File: src/rtl/tmr_pkg.sv
// Shared definitions for the free-running timer: register addresses and
// control/status bit positions. Assumes an 8-bit register port.
package tmr_pkg;

    typedef enum logic [2:0] {
        REG_CTRL   = 3'd0,
        REG_STAT   = 3'd1,
        REG_CNT_HI = 3'd2,
        REG_CNT_LO = 3'd3,
        REG_ALT_HI = 3'd4,
        REG_ALT_LO = 3'd5,
        REG_RSV6   = 3'd6,
        REG_RSV7   = 3'd7
    } reg_addr_e;

    localparam int CTRL_IE_BIT   = 0;
    localparam int CTRL_DIV_LSB  = 1;
    localparam int CTRL_DIV_MSB  = 2;
    localparam int CTRL_SRC_BIT  = 3;
    localparam int CTRL_EDGE_BIT = 4;
    localparam int STAT_OVF_BIT  = 7;

    typedef enum logic {
        SRC_INTERNAL = 1'b0,
        SRC_EXTERNAL = 1'b1
    } clk_src_e;

endpackage

File: src/rtl/tmr_prescaler.sv
// Prescaler: a free-running counter that makes a one-cycle tick every
// 2^(div_sel+1) clocks, with the exponent capped at PRESC_W.
// Assumes: restart puts the phase back to zero, so the first tick comes
// N cycles after the restart.
module tmr_prescaler #(
    parameter int PRESC_W = 3
) (
    input  logic       clk,
    input  logic       rst_n,
    input  logic       restart,
    input  logic [1:0] div_sel,
    output logic       tick
);

    logic [PRESC_W-1:0] phase_q;
    logic [PRESC_W-1:0] mask;

    // Build the mask of low phase bits that must all be set for a tick.
    always_comb begin
        int unsigned k;
        k = int'(div_sel) + 1;
        if (k > PRESC_W) k = PRESC_W;
        for (int i = 0; i < PRESC_W; i++) begin
            mask[i] = (i < k);
        end
    end

    assign tick = ((phase_q & mask) == mask);

    // Advance the phase every cycle; clear it on reset or restart.
    always_ff @(posedge clk) begin
        if (!rst_n || restart) phase_q <= '0;
        else                   phase_q <= phase_q + 1'b1;
    end

    // two ticks are never back to back, because every divider is at least 2.
    assert_tick_gap_R2: assert property (@(posedge clk) disable iff (!rst_n)
        (tick && !restart) |=> !tick);

    // a restart puts the phase where no tick can follow at once.
    assert_restart_phase_R3: assert property (@(posedge clk) disable iff (!rst_n)
        restart |=> !tick);

endmodule

File: src/rtl/tmr_edge_sync.sv
// External clock conditioner: a STAGES-deep synchronizer, then an edge
// detector that gives one-cycle pulses on the selected edge.
// Assumes: async_in is at least 4 times slower than clk and is low when
// reset is released. STAGES is at least 2.
module tmr_edge_sync #(
    parameter int STAGES = 2
) (
    input  logic clk,
    input  logic rst_n,
    input  logic async_in,
    input  logic falling_sel,
    output logic edge_pulse
);

    logic [STAGES-1:0] sync_q;
    logic              prev_q;
    logic              cur;
    logic              rise;
    logic              fall;

    // Shift the raw input through the synchronizer and keep the previous level.
    always_ff @(posedge clk) begin
        if (!rst_n) begin
            sync_q <= '0;
            prev_q <= 1'b0;
        end else begin
            sync_q <= {sync_q[STAGES-2:0], async_in};
            prev_q <= sync_q[STAGES-1];
        end
    end

    assign cur        = sync_q[STAGES-1];
    assign rise       = cur & ~prev_q;
    assign fall       = ~cur & prev_q;
    assign edge_pulse = falling_sel ? fall : rise;

    // each synchronized rising edge gives exactly one pulse.
    assert_single_rise_R6: assert property (@(posedge clk) disable iff (!rst_n)
        rise |=> !rise);

    // each synchronized falling edge gives exactly one pulse.
    assert_single_fall_R6: assert property (@(posedge clk) disable iff (!rst_n)
        fall |=> !fall);

endmodule

File: src/rtl/tmr_count_core.sv
// Counter core: the up-counter, which loads RELOAD on reset and on a load
// request, and the sticky overflow flag set on the all-ones to zero wrap.
// Assumes: load has priority over inc, and setting the flag has priority
// over clearing it.
module tmr_count_core #(
    parameter int              CNT_W  = 16,
    parameter logic [CNT_W-1:0] RELOAD = 16'hFFFC
) (
    input  logic             clk,
    input  logic             rst_n,
    input  logic             load,
    input  logic             inc,
    input  logic             ovf_clr,
    output logic [CNT_W-1:0] count,
    output logic             ovf_flag
);

    logic [CNT_W-1:0] count_q;
    logic             flag_q;
    logic             wrap;

    assign wrap = inc && !load && (count_q == {CNT_W{1'b1}});

    // Count register: reload on reset or load, step on inc.
    always_ff @(posedge clk) begin
        if (!rst_n)   count_q <= RELOAD;
        else if (load) count_q <= RELOAD;
        else if (inc)  count_q <= count_q + 1'b1;
    end

    // Overflow flag: set on wrap, clear on a qualified clear request.
    always_ff @(posedge clk) begin
        if (!rst_n)       flag_q <= 1'b0;
        else if (wrap)    flag_q <= 1'b1;
        else if (ovf_clr) flag_q <= 1'b0;
    end

    assign count    = count_q;
    assign ovf_flag = flag_q;

    // a load always leaves the count at the reload value.
    assert_reload_R3: assert property (@(posedge clk) disable iff (!rst_n)
        load |=> (count_q == RELOAD));

    // an increment with no load moves the count by exactly one.
    assert_step_R2: assert property (@(posedge clk) disable iff (!rst_n)
        (inc && !load) |=> (count_q == $past(count_q) + 1'b1));

    // with no increment and no load the count holds.
    assert_hold_R6: assert property (@(posedge clk) disable iff (!rst_n)
        (!inc && !load) |=> $stable(count_q));

    // stepping from all ones sets the flag.
    assert_ovf_set_R7: assert property (@(posedge clk) disable iff (!rst_n)
        (inc && !load && count_q == {CNT_W{1'b1}}) |=> flag_q);

    // without a clear request the flag stays set.
    assert_ovf_sticky_R8: assert property (@(posedge clk) disable iff (!rst_n)
        (flag_q && !ovf_clr) |=> flag_q);

endmodule

File: src/rtl/tmr_read_view.sv
// Coherent read view: a high-byte read captures the low byte, and the next
// low-byte read returns the capture. Otherwise the low byte is live.
// Assumes: each view has its own instance, so the views do not disturb
// each other.
module tmr_read_view #(
    parameter int DATA_W = 8
) (
    input  logic              clk,
    input  logic              rst_n,
    input  logic              hi_rd,
    input  logic              lo_rd,
    input  logic [DATA_W-1:0] live_lo,
    output logic [DATA_W-1:0] lo_out
);

    logic [DATA_W-1:0] held_q;
    logic              pending_q;

    // Capture the low byte on a high read; release it on a low read.
    always_ff @(posedge clk) begin
        if (!rst_n) begin
            held_q    <= '0;
            pending_q <= 1'b0;
        end else if (hi_rd) begin
            held_q    <= live_lo;
            pending_q <= 1'b1;
        end else if (lo_rd) begin
            pending_q <= 1'b0;
        end
    end

    assign lo_out = pending_q ? held_q : live_lo;

    // a high-byte read always leaves a capture pending.
    assert_capture_arm_R5: assert property (@(posedge clk) disable iff (!rst_n)
        hi_rd |=> pending_q);

    // a low-byte read with no high read releases the capture.
    assert_capture_release_R5: assert property (@(posedge clk) disable iff (!rst_n)
        (lo_rd && !hi_rd) |=> !pending_q);

endmodule

File: src/rtl/free_run_timer.sv
// Free-running timer top: decodes the byte register port, holds the
// control byte, picks the count source, arms the flag clearing sequence
// and muxes the read data. Assumes one access per cycle (bus_rd and bus_wr
// are not both high) and CNT_W = 2 * DATA_W.
module free_run_timer #(
    parameter int DATA_W      = 8,
    parameter int PRESC_W     = 3,
    parameter int SYNC_STAGES = 2,
    parameter logic [2*DATA_W-1:0] RELOAD = 16'hFFFC
) (
    input  logic              clk,
    input  logic              rst_n,
    input  logic              bus_wr,
    input  logic              bus_rd,
    input  logic [2:0]        bus_addr,
    input  logic [DATA_W-1:0] bus_wdata,
    output logic [DATA_W-1:0] bus_rdata,
    input  logic              ext_clk,
    output logic              ovf_irq
);
    import tmr_pkg::*;

    localparam int CNT_W   = 2 * DATA_W;
    localparam int N_VIEWS = 2;

    reg_addr_e         addr;
    logic [DATA_W-1:0] ctrl_q;
    logic              arm_q;
    logic              rd_stat, rd_cnt_hi, rd_cnt_lo, rd_alt_hi, rd_alt_lo;
    logic              wr_ctrl, reload;
    logic              presc_tick, ext_pulse, inc;
    logic              ovf_flag, ovf_clr;
    logic [CNT_W-1:0]  count;
    clk_src_e          src;
    logic [N_VIEWS-1:0] view_hi_rd, view_lo_rd;
    logic [DATA_W-1:0] view_lo [N_VIEWS];

    assign addr = reg_addr_e'(bus_addr);

    // Decode the strobes for each register.
    always_comb begin
        rd_stat   = bus_rd && (addr == REG_STAT);
        rd_cnt_hi = bus_rd && (addr == REG_CNT_HI);
        rd_cnt_lo = bus_rd && (addr == REG_CNT_LO);
        rd_alt_hi = bus_rd && (addr == REG_ALT_HI);
        rd_alt_lo = bus_rd && (addr == REG_ALT_LO);
        wr_ctrl   = bus_wr && (addr == REG_CTRL);
        reload    = bus_wr && ((addr == REG_CNT_LO) || (addr == REG_ALT_LO));
    end

    // Control register: stores the full written byte.
    always_ff @(posedge clk) begin
        if (!rst_n)       ctrl_q <= '0;
        else if (wr_ctrl) ctrl_q <= bus_wdata;
    end

    assign src = clk_src_e'(ctrl_q[CTRL_SRC_BIT]);

    tmr_prescaler #(.PRESC_W(PRESC_W)) u_presc (
        .clk     (clk),
        .rst_n   (rst_n),
        .restart (reload),
        .div_sel (ctrl_q[CTRL_DIV_MSB:CTRL_DIV_LSB]),
        .tick    (presc_tick)
    );

    tmr_edge_sync #(.STAGES(SYNC_STAGES)) u_sync (
        .clk         (clk),
        .rst_n       (rst_n),
        .async_in    (ext_clk),
        .falling_sel (ctrl_q[CTRL_EDGE_BIT]),
        .edge_pulse  (ext_pulse)
    );

    assign inc = (src == SRC_EXTERNAL) ? ext_pulse : presc_tick;

    // Clear sequence: a status read that sees the flag arms; a primary low read disarms.
    always_ff @(posedge clk) begin
        if (!rst_n)                   arm_q <= 1'b0;
        else if (rd_cnt_lo)           arm_q <= 1'b0;
        else if (rd_stat && ovf_flag) arm_q <= 1'b1;
    end

    assign ovf_clr = rd_cnt_lo && arm_q;

    tmr_count_core #(.CNT_W(CNT_W), .RELOAD(RELOAD)) u_core (
        .clk      (clk),
        .rst_n    (rst_n),
        .load     (reload),
        .inc      (inc),
        .ovf_clr  (ovf_clr),
        .count    (count),
        .ovf_flag (ovf_flag)
    );

    assign view_hi_rd = {rd_alt_hi, rd_cnt_hi};
    assign view_lo_rd = {rd_alt_lo, rd_cnt_lo};

    // One coherent capture per read view: index 0 primary, index 1 alternate.
    for (genvar v = 0; v < N_VIEWS; v++) begin : g_view
        tmr_read_view #(.DATA_W(DATA_W)) u_view (
            .clk     (clk),
            .rst_n   (rst_n),
            .hi_rd   (view_hi_rd[v]),
            .lo_rd   (view_lo_rd[v]),
            .live_lo (count[DATA_W-1:0]),
            .lo_out  (view_lo[v])
        );
    end

    // Read data mux, gated by the read strobe.
    always_comb begin
        bus_rdata = '0;
        if (bus_rd) begin
            case (addr)
                REG_CTRL:   bus_rdata = ctrl_q;
                REG_STAT:   bus_rdata[STAT_OVF_BIT] = ovf_flag;
                REG_CNT_HI: bus_rdata = count[CNT_W-1:DATA_W];
                REG_CNT_LO: bus_rdata = view_lo[0];
                REG_ALT_HI: bus_rdata = count[CNT_W-1:DATA_W];
                REG_ALT_LO: bus_rdata = view_lo[1];
                default:    bus_rdata = '0;
            endcase
        end
    end

    assign ovf_irq = ovf_flag & ctrl_q[CTRL_IE_BIT];

    // an alternate low-byte read never clears a set flag.
    assert_alt_no_clear_R8: assert property (@(posedge clk) disable iff (!rst_n)
        (rd_alt_lo && ovf_flag) |=> ovf_flag);

    // a primary low-byte read always ends the clear sequence.
    assert_arm_drop_R8: assert property (@(posedge clk) disable iff (!rst_n)
        rd_cnt_lo |=> !arm_q);

endmodule

File: config.mk
export PLATFORM = sky130hd
export DESIGN_NAME = free_run_timer
export DESIGN_NICKNAME = d
export VERILOG_FILES = /design/src/rtl/tmr_pkg.sv /design/src/rtl/tmr_prescaler.sv /design/src/rtl/tmr_edge_sync.sv /design/src/rtl/tmr_count_core.sv /design/src/rtl/tmr_read_view.sv /design/src/rtl/free_run_timer.sv
export SDC_FILE = /design/constraint.sdc
export NUM_CORES = 1
export LEC_CHECK = 0
export BUFFER_PORTS_ARGS = -buffer_cell sky130_fd_sc_hd__buf_2
export CAP_MARGIN = 20
export CORE_UTILIZATION = 57
export CTS_CLUSTER_DIAMETER = 50
export CTS_CLUSTER_SIZE = 28
export DETAILED_ROUTE_END_ITERATION = 8
export PLACE_DENSITY_LB_ADDON = 0.05
export SYNTH_ARGS = -nofsm -noshare
export SYNTH_HDL_FRONTEND = slang
export SYNTH_SLANG_ARGS = --single-unit
File: constraint.sdc
create_clock -name clk -period 3.85 [get_ports clk]
set_clock_uncertainty 0.2 [all_clocks]
set_input_delay 0.5775 -clock clk [delete_from_list [all_inputs] [get_ports clk]]
set_output_delay 0.5775 -clock clk [all_outputs]
set_load 0.03 [all_outputs]
== After elaboration in Yosys (flattened, before gate mapping) ==
Cells that the tools add are included.
Widths: inputs -> output; s select.
Storage, ports and cells
  register bits: 50
  logic and storage cells: 68
Cells by class
  equal/unequal tests: 7
  reduce and logical (&&, ||, !) cells: 22
  magnitude comparators: 4
  add/subtract/negate cells: 3
  bitwise logic cells: 7
  multiplexer cells: 14
Operators with widths (count)
  $lt 1x32->1 const A: 2
  $gt 32x2->1 const B: 1
  $lt 2x32->1 const A: 1
  $mux 32: 1
  $pmux 7 s4: 1
  $mux 8: 3
  $add 16x1->16 const B: 1
  $eq 16x16->1 const B: 1
  $logic_and 1x1->1: 11
  $mux 1: 8
  $eq 3x2->1 const B: 2
  $eq 3x3->1 const B: 2
  $reduce_bool 2->1: 3
  $reduce_or 2->1: 3
  $pmux 1 s5: 1
  $add 2x1->3 const B: 1
  $add 3x1->3 const B: 1
  $and 1x1->1: 3
  $and 3x3->3: 1
  $eq 3x1->1 const B: 1
  $eq 3x3->1: 1
  $logic_not 3->1: 1
  $not 1->1: 3
  $logic_not 1->1: 2
  $logic_or 1x1->1: 2

== Longest topological paths before layout ==
  word-level depth: 10
  gate-level depth with buffers: 6
  depth with buffers taken out: 5

== Modules after synthesis ==
Synthesis repeated with hierarchy kept, for this count alone.
Second synthesis, totals
  cells, all modules: 303
  area total of the unflattened synthesis: 2935.3 um^2
By module, submodules not included
  free_run_timer: cells an instance 120, area each 980.9 um^2, instances 1
  tmr_read_view: cells an instance 37, area each 474.2 um^2, instances 2
  tmr_count_core: cells an instance 86, area each 779.5 um^2, instances 1
  tmr_prescaler: cells an instance 14, area each 125.1 um^2, instances 1
  tmr_edge_sync: cells an instance 9, area each 101.3 um^2, instances 1

== Least setup slack after synthesis ==
No wires, ideal clock.
  path type: input -> output
  start point: in bus_addr[1]
  end point: out bus_rdata[6]
  path buffers: 1
  setup slack: 1.163 ns
  stages: 6
  arrival time: 1.910 ns
  cell sequence: clkbuf_1 -> nor2b_1 -> nand2_1 -> o21ai_0 -> a211oi_1 -> nor2_1
On the way
  cells in the longest elaborated chain, start to end: 4
  elaborated cells on any way between the ends: 8
  classes of those cells: 4 x eq/ne; 2 x mux; 2 x reduce/logical
Ends and longest elaborated chain
  start: declaration: RTL line free_run_timer.sv:15  | input logic [2:0] bus_addr,
  $eq 3x2->1 / $eq 3x3->1 (equally long branches): RTL line free_run_timer.sv:115  | case (addr)
  $reduce_or 2->1 (no line)
  $pmux 7 s4 *: RTL line free_run_timer.sv:115
  $mux 8 *: RTL line free_run_timer.sv:114  | if (bus_rd) begin
  end: declaration: RTL line free_run_timer.sv:17  | output logic [DATA_W-1:0] bus_rdata,
Mark *: on every way between the ends. The rest lies on a longest branch, timed or not.

== Worst setup path in the final report ==
  start point: in bus_addr[1]
  end point: out bus_rdata[5]
Same word-level chain as after synthesis.

==> metrics.txt <==
largest net degree at the start of global routing=34; Distinct cells, synth=45; Slew HR=34.3%; number of synthesized flops with an enable pin=0; via count=~2.2k; post_cts resized=0; crit path time final=2.71 ns; Detailed Route Iter0 Violations=around 130; post-synthesis sequential area ratio=39.8%; Die H=68.4 um; critical path, cell by cell=buf_2 -> nor2b_1 -> nand2_1 -> o22ai_1 -> a221oi_1 -> nor2_1 -> buf_2; DP Area=2620 um2; Nets=337; DRT Pass-1 Iters=4; Worst-Margin Slew=0.985 ns; layout cells sized above 1=~12%; clk sink count=50; clock edge transition at the registers on the reported setup and hold paths=about 0.08 ns; TritonCTS clock tree=yes; std cell rows=23; crit path launch type=primary input; antenna viol nets, final=0; # DRC=0; clk_lat worst skew=0.31 ns; maximum VDD drop=~0.00017 V; Power Density=~370 nW/um2; CP max stage delay=just over 0.3 ns; Gate power share=10.7%; drt via density=5.85; RSZ-0062 raised after global routing=false; worst hold path type=reg2reg; CP top delay family=simple AND/OR/NAND/NOR gates; Worst setup EP type=primary output; synthesized net count=324; placed wire-length estimate=~4 mm; first-pass GRT wire length=9.32 mm; fin. max-slew vios=0; clock buffer depth=2; P&R area growth vs syn=8.25%; Port Buf Inserts=24; number of CTS-inserted buffers=5; Mapped Area=between 2000 and 3000 um2; ys async rst share=0%; Sequential Power Share=between 50% and 60%; wirelength, routed=between 5 and 6 mm; Fin Setup TNS=0 ns; initial antenna violation count=0; Synth Instances=between 300 and 400; NetSw=0.252 mW; Clock Power Share=35.8%; Int Pwr=0.768 mW; Leakage=1.08 nW; CP required=roughly 3 ns; dpl ws=1.21 ns; Placer Congestion=0.867; post-route cell area=approximately 2700 um2; hold_ws=approximately 0.25 ns; Final Cycle Share=70.4%; Final setup violation count=0; Buf+Inv Stages, Crit Path=2; CP max FO=8; Final Hold Viols=0; post-route setup slack=1.14 ns; CTS Hold Buffers Added=0; die area=4680 um2; Top FF cell, synth=dfxtp_1; Arr. time, crit path=a little under 2 ns; most frequent cells in the layout=69 x nand2_1, 50 x dfxtp_1, 25 x a21boi_0; CTS H-tree depth=2; core area=4120 um2; Yosys warnings=0; fmax=369 MHz; Tot GR Track Use=a little over a quarter; switch share=24.7%; vias in the first global route=approximately 1.9k; Setup Fix Bufs, Post-CTS=0; critical setup path kind=in2out; Die X=between 60 and 70 um; cell repeated most along the worst path=buf_2; Seq cells post-synth=50; most common cell after layout, fill and taps aside=nand2_1; Diodes inserted=0; Root Buffer=clkbuf_8; CP max stage cell=nor2b_1; Mapped Avg Cell Area=8.22 um2; run status=complete, no violations; Starting Density=61.1%; I/O pin count=25; WL per Instance=15.4 um; # Max-Cap Violations=0; global route total overflow=0
final cells by class:
class                           instances  area (um2)
Fill cell                             380        1390
Clock inverter                          1        30.0
Tap cell                               50        62.6
Clock buffer                            7        76.3
Timing Repair Buffer                   24         120
Sequential cell                        50        1000
Multi-Input combinational cell        231        1410
Inverter                                7        26.3
power groups by stage:
stage          Clock, mW  Combinational (mW)  Sequential, mW
6_report           0.365               0.109           0.545
5_1_grt            0.385               0.122           0.548
4_1_cts            0.369               0.109           0.545
3_5_place_dp           0               0.108           0.557
3_3_place_gp           0               0.107           0.557
2_1_floorplan          0              0.0844           0.550
routing by layer:
metal	part of all wire (%)	global-route usage, %	up-vias
li1	-	-	1102
met1	50	37.5	1011
met2	45	42.5	39
met3	3.5	5.00	12
met4	2.1	9.11	0
met5	0	0	-
cells by family (layout without fill, tap and decap cells):
logic type | after synthesis | in the layout | share of synthesized area (%)
xor gates and xnor gates | 4 | 4 | 1.39
and+or+nand+nor | 139 | 139 | 27.7
AOI/OAI and AO/OA | 69 | 69 | 19.1
buffers and inverters | 25 | 39 | 4.28
muxes | 17 | 17 | 6.76
DFF | 50 | 50 | 39.8
adders and majority gates | 2 | 2 | 0.994
cell usage after synthesis (2+ instances only):
cell type	n	area [um2]
nor2b_1	4	25.0
nor2_1	17	63.8
and2_1	9	56.3
and3_1	4	25.0
o31a_1	2	17.5
a21oi_1	2	10.0
a21boi_0	25	188
mux2i_1	17	170
nor4_1	2	12.5
a31oi_1	5	31.3
buf_2	5	25.0
o22ai_1	8	50.1
nand3_1	9	45.0
nand3b_1	2	15.0
or3_2	3	22.5
buf_4	2	15.0
nand4_1	4	25.0
or3_1	4	25.0
xnor2_1	4	35.0
and4_1	2	17.5
nand2_1	69	259
o21ai_0	13	65.1
a32oi_1	2	17.5
a221oi_1	6	52.6
dfxtp_1	50	1000
clkbuf_1	10	37.5
inv_1	7	26.3
ha_1	2	25.0
through the flow:
stage          util [%]  instances  power (mW)
3_3_place_gp       63.6        362       0.664
5_1_grt            66.2        370        1.06
3_5_place_dp       63.6        362       0.665
4_1_cts            66.2        370        1.02
6_report           66.2        370        1.02
2_1_floorplan         -        306       0.635
registers in the layout, summed over array words and instances (netlist names):
signal                   cells
u_presc.phase_q              3
ctrl_q                       8
g_view.u_view.pending_q      2
u_sync.sync_q                2
u_core.ovf_flag              1
arm_q                        1
u_core.count                16
g_view.u_view.held_q        16
u_sync.prev_q                1
final timing paths:
check	slack, ns	endpoint	cells past startpoint	start
min	0.25	u_sync.sync_q[1]	1	u_sync.sync_q[0]
min reg2reg	0.25	u_sync.sync_q[1]	1	u_sync.sync_q[0]
max reg2reg	1.47	u_core.count[14]	5	u_core.count[0]
max	1.14	bus_rdata[5]	7	bus_addr[1]
(Power assumes the default switching activity.)
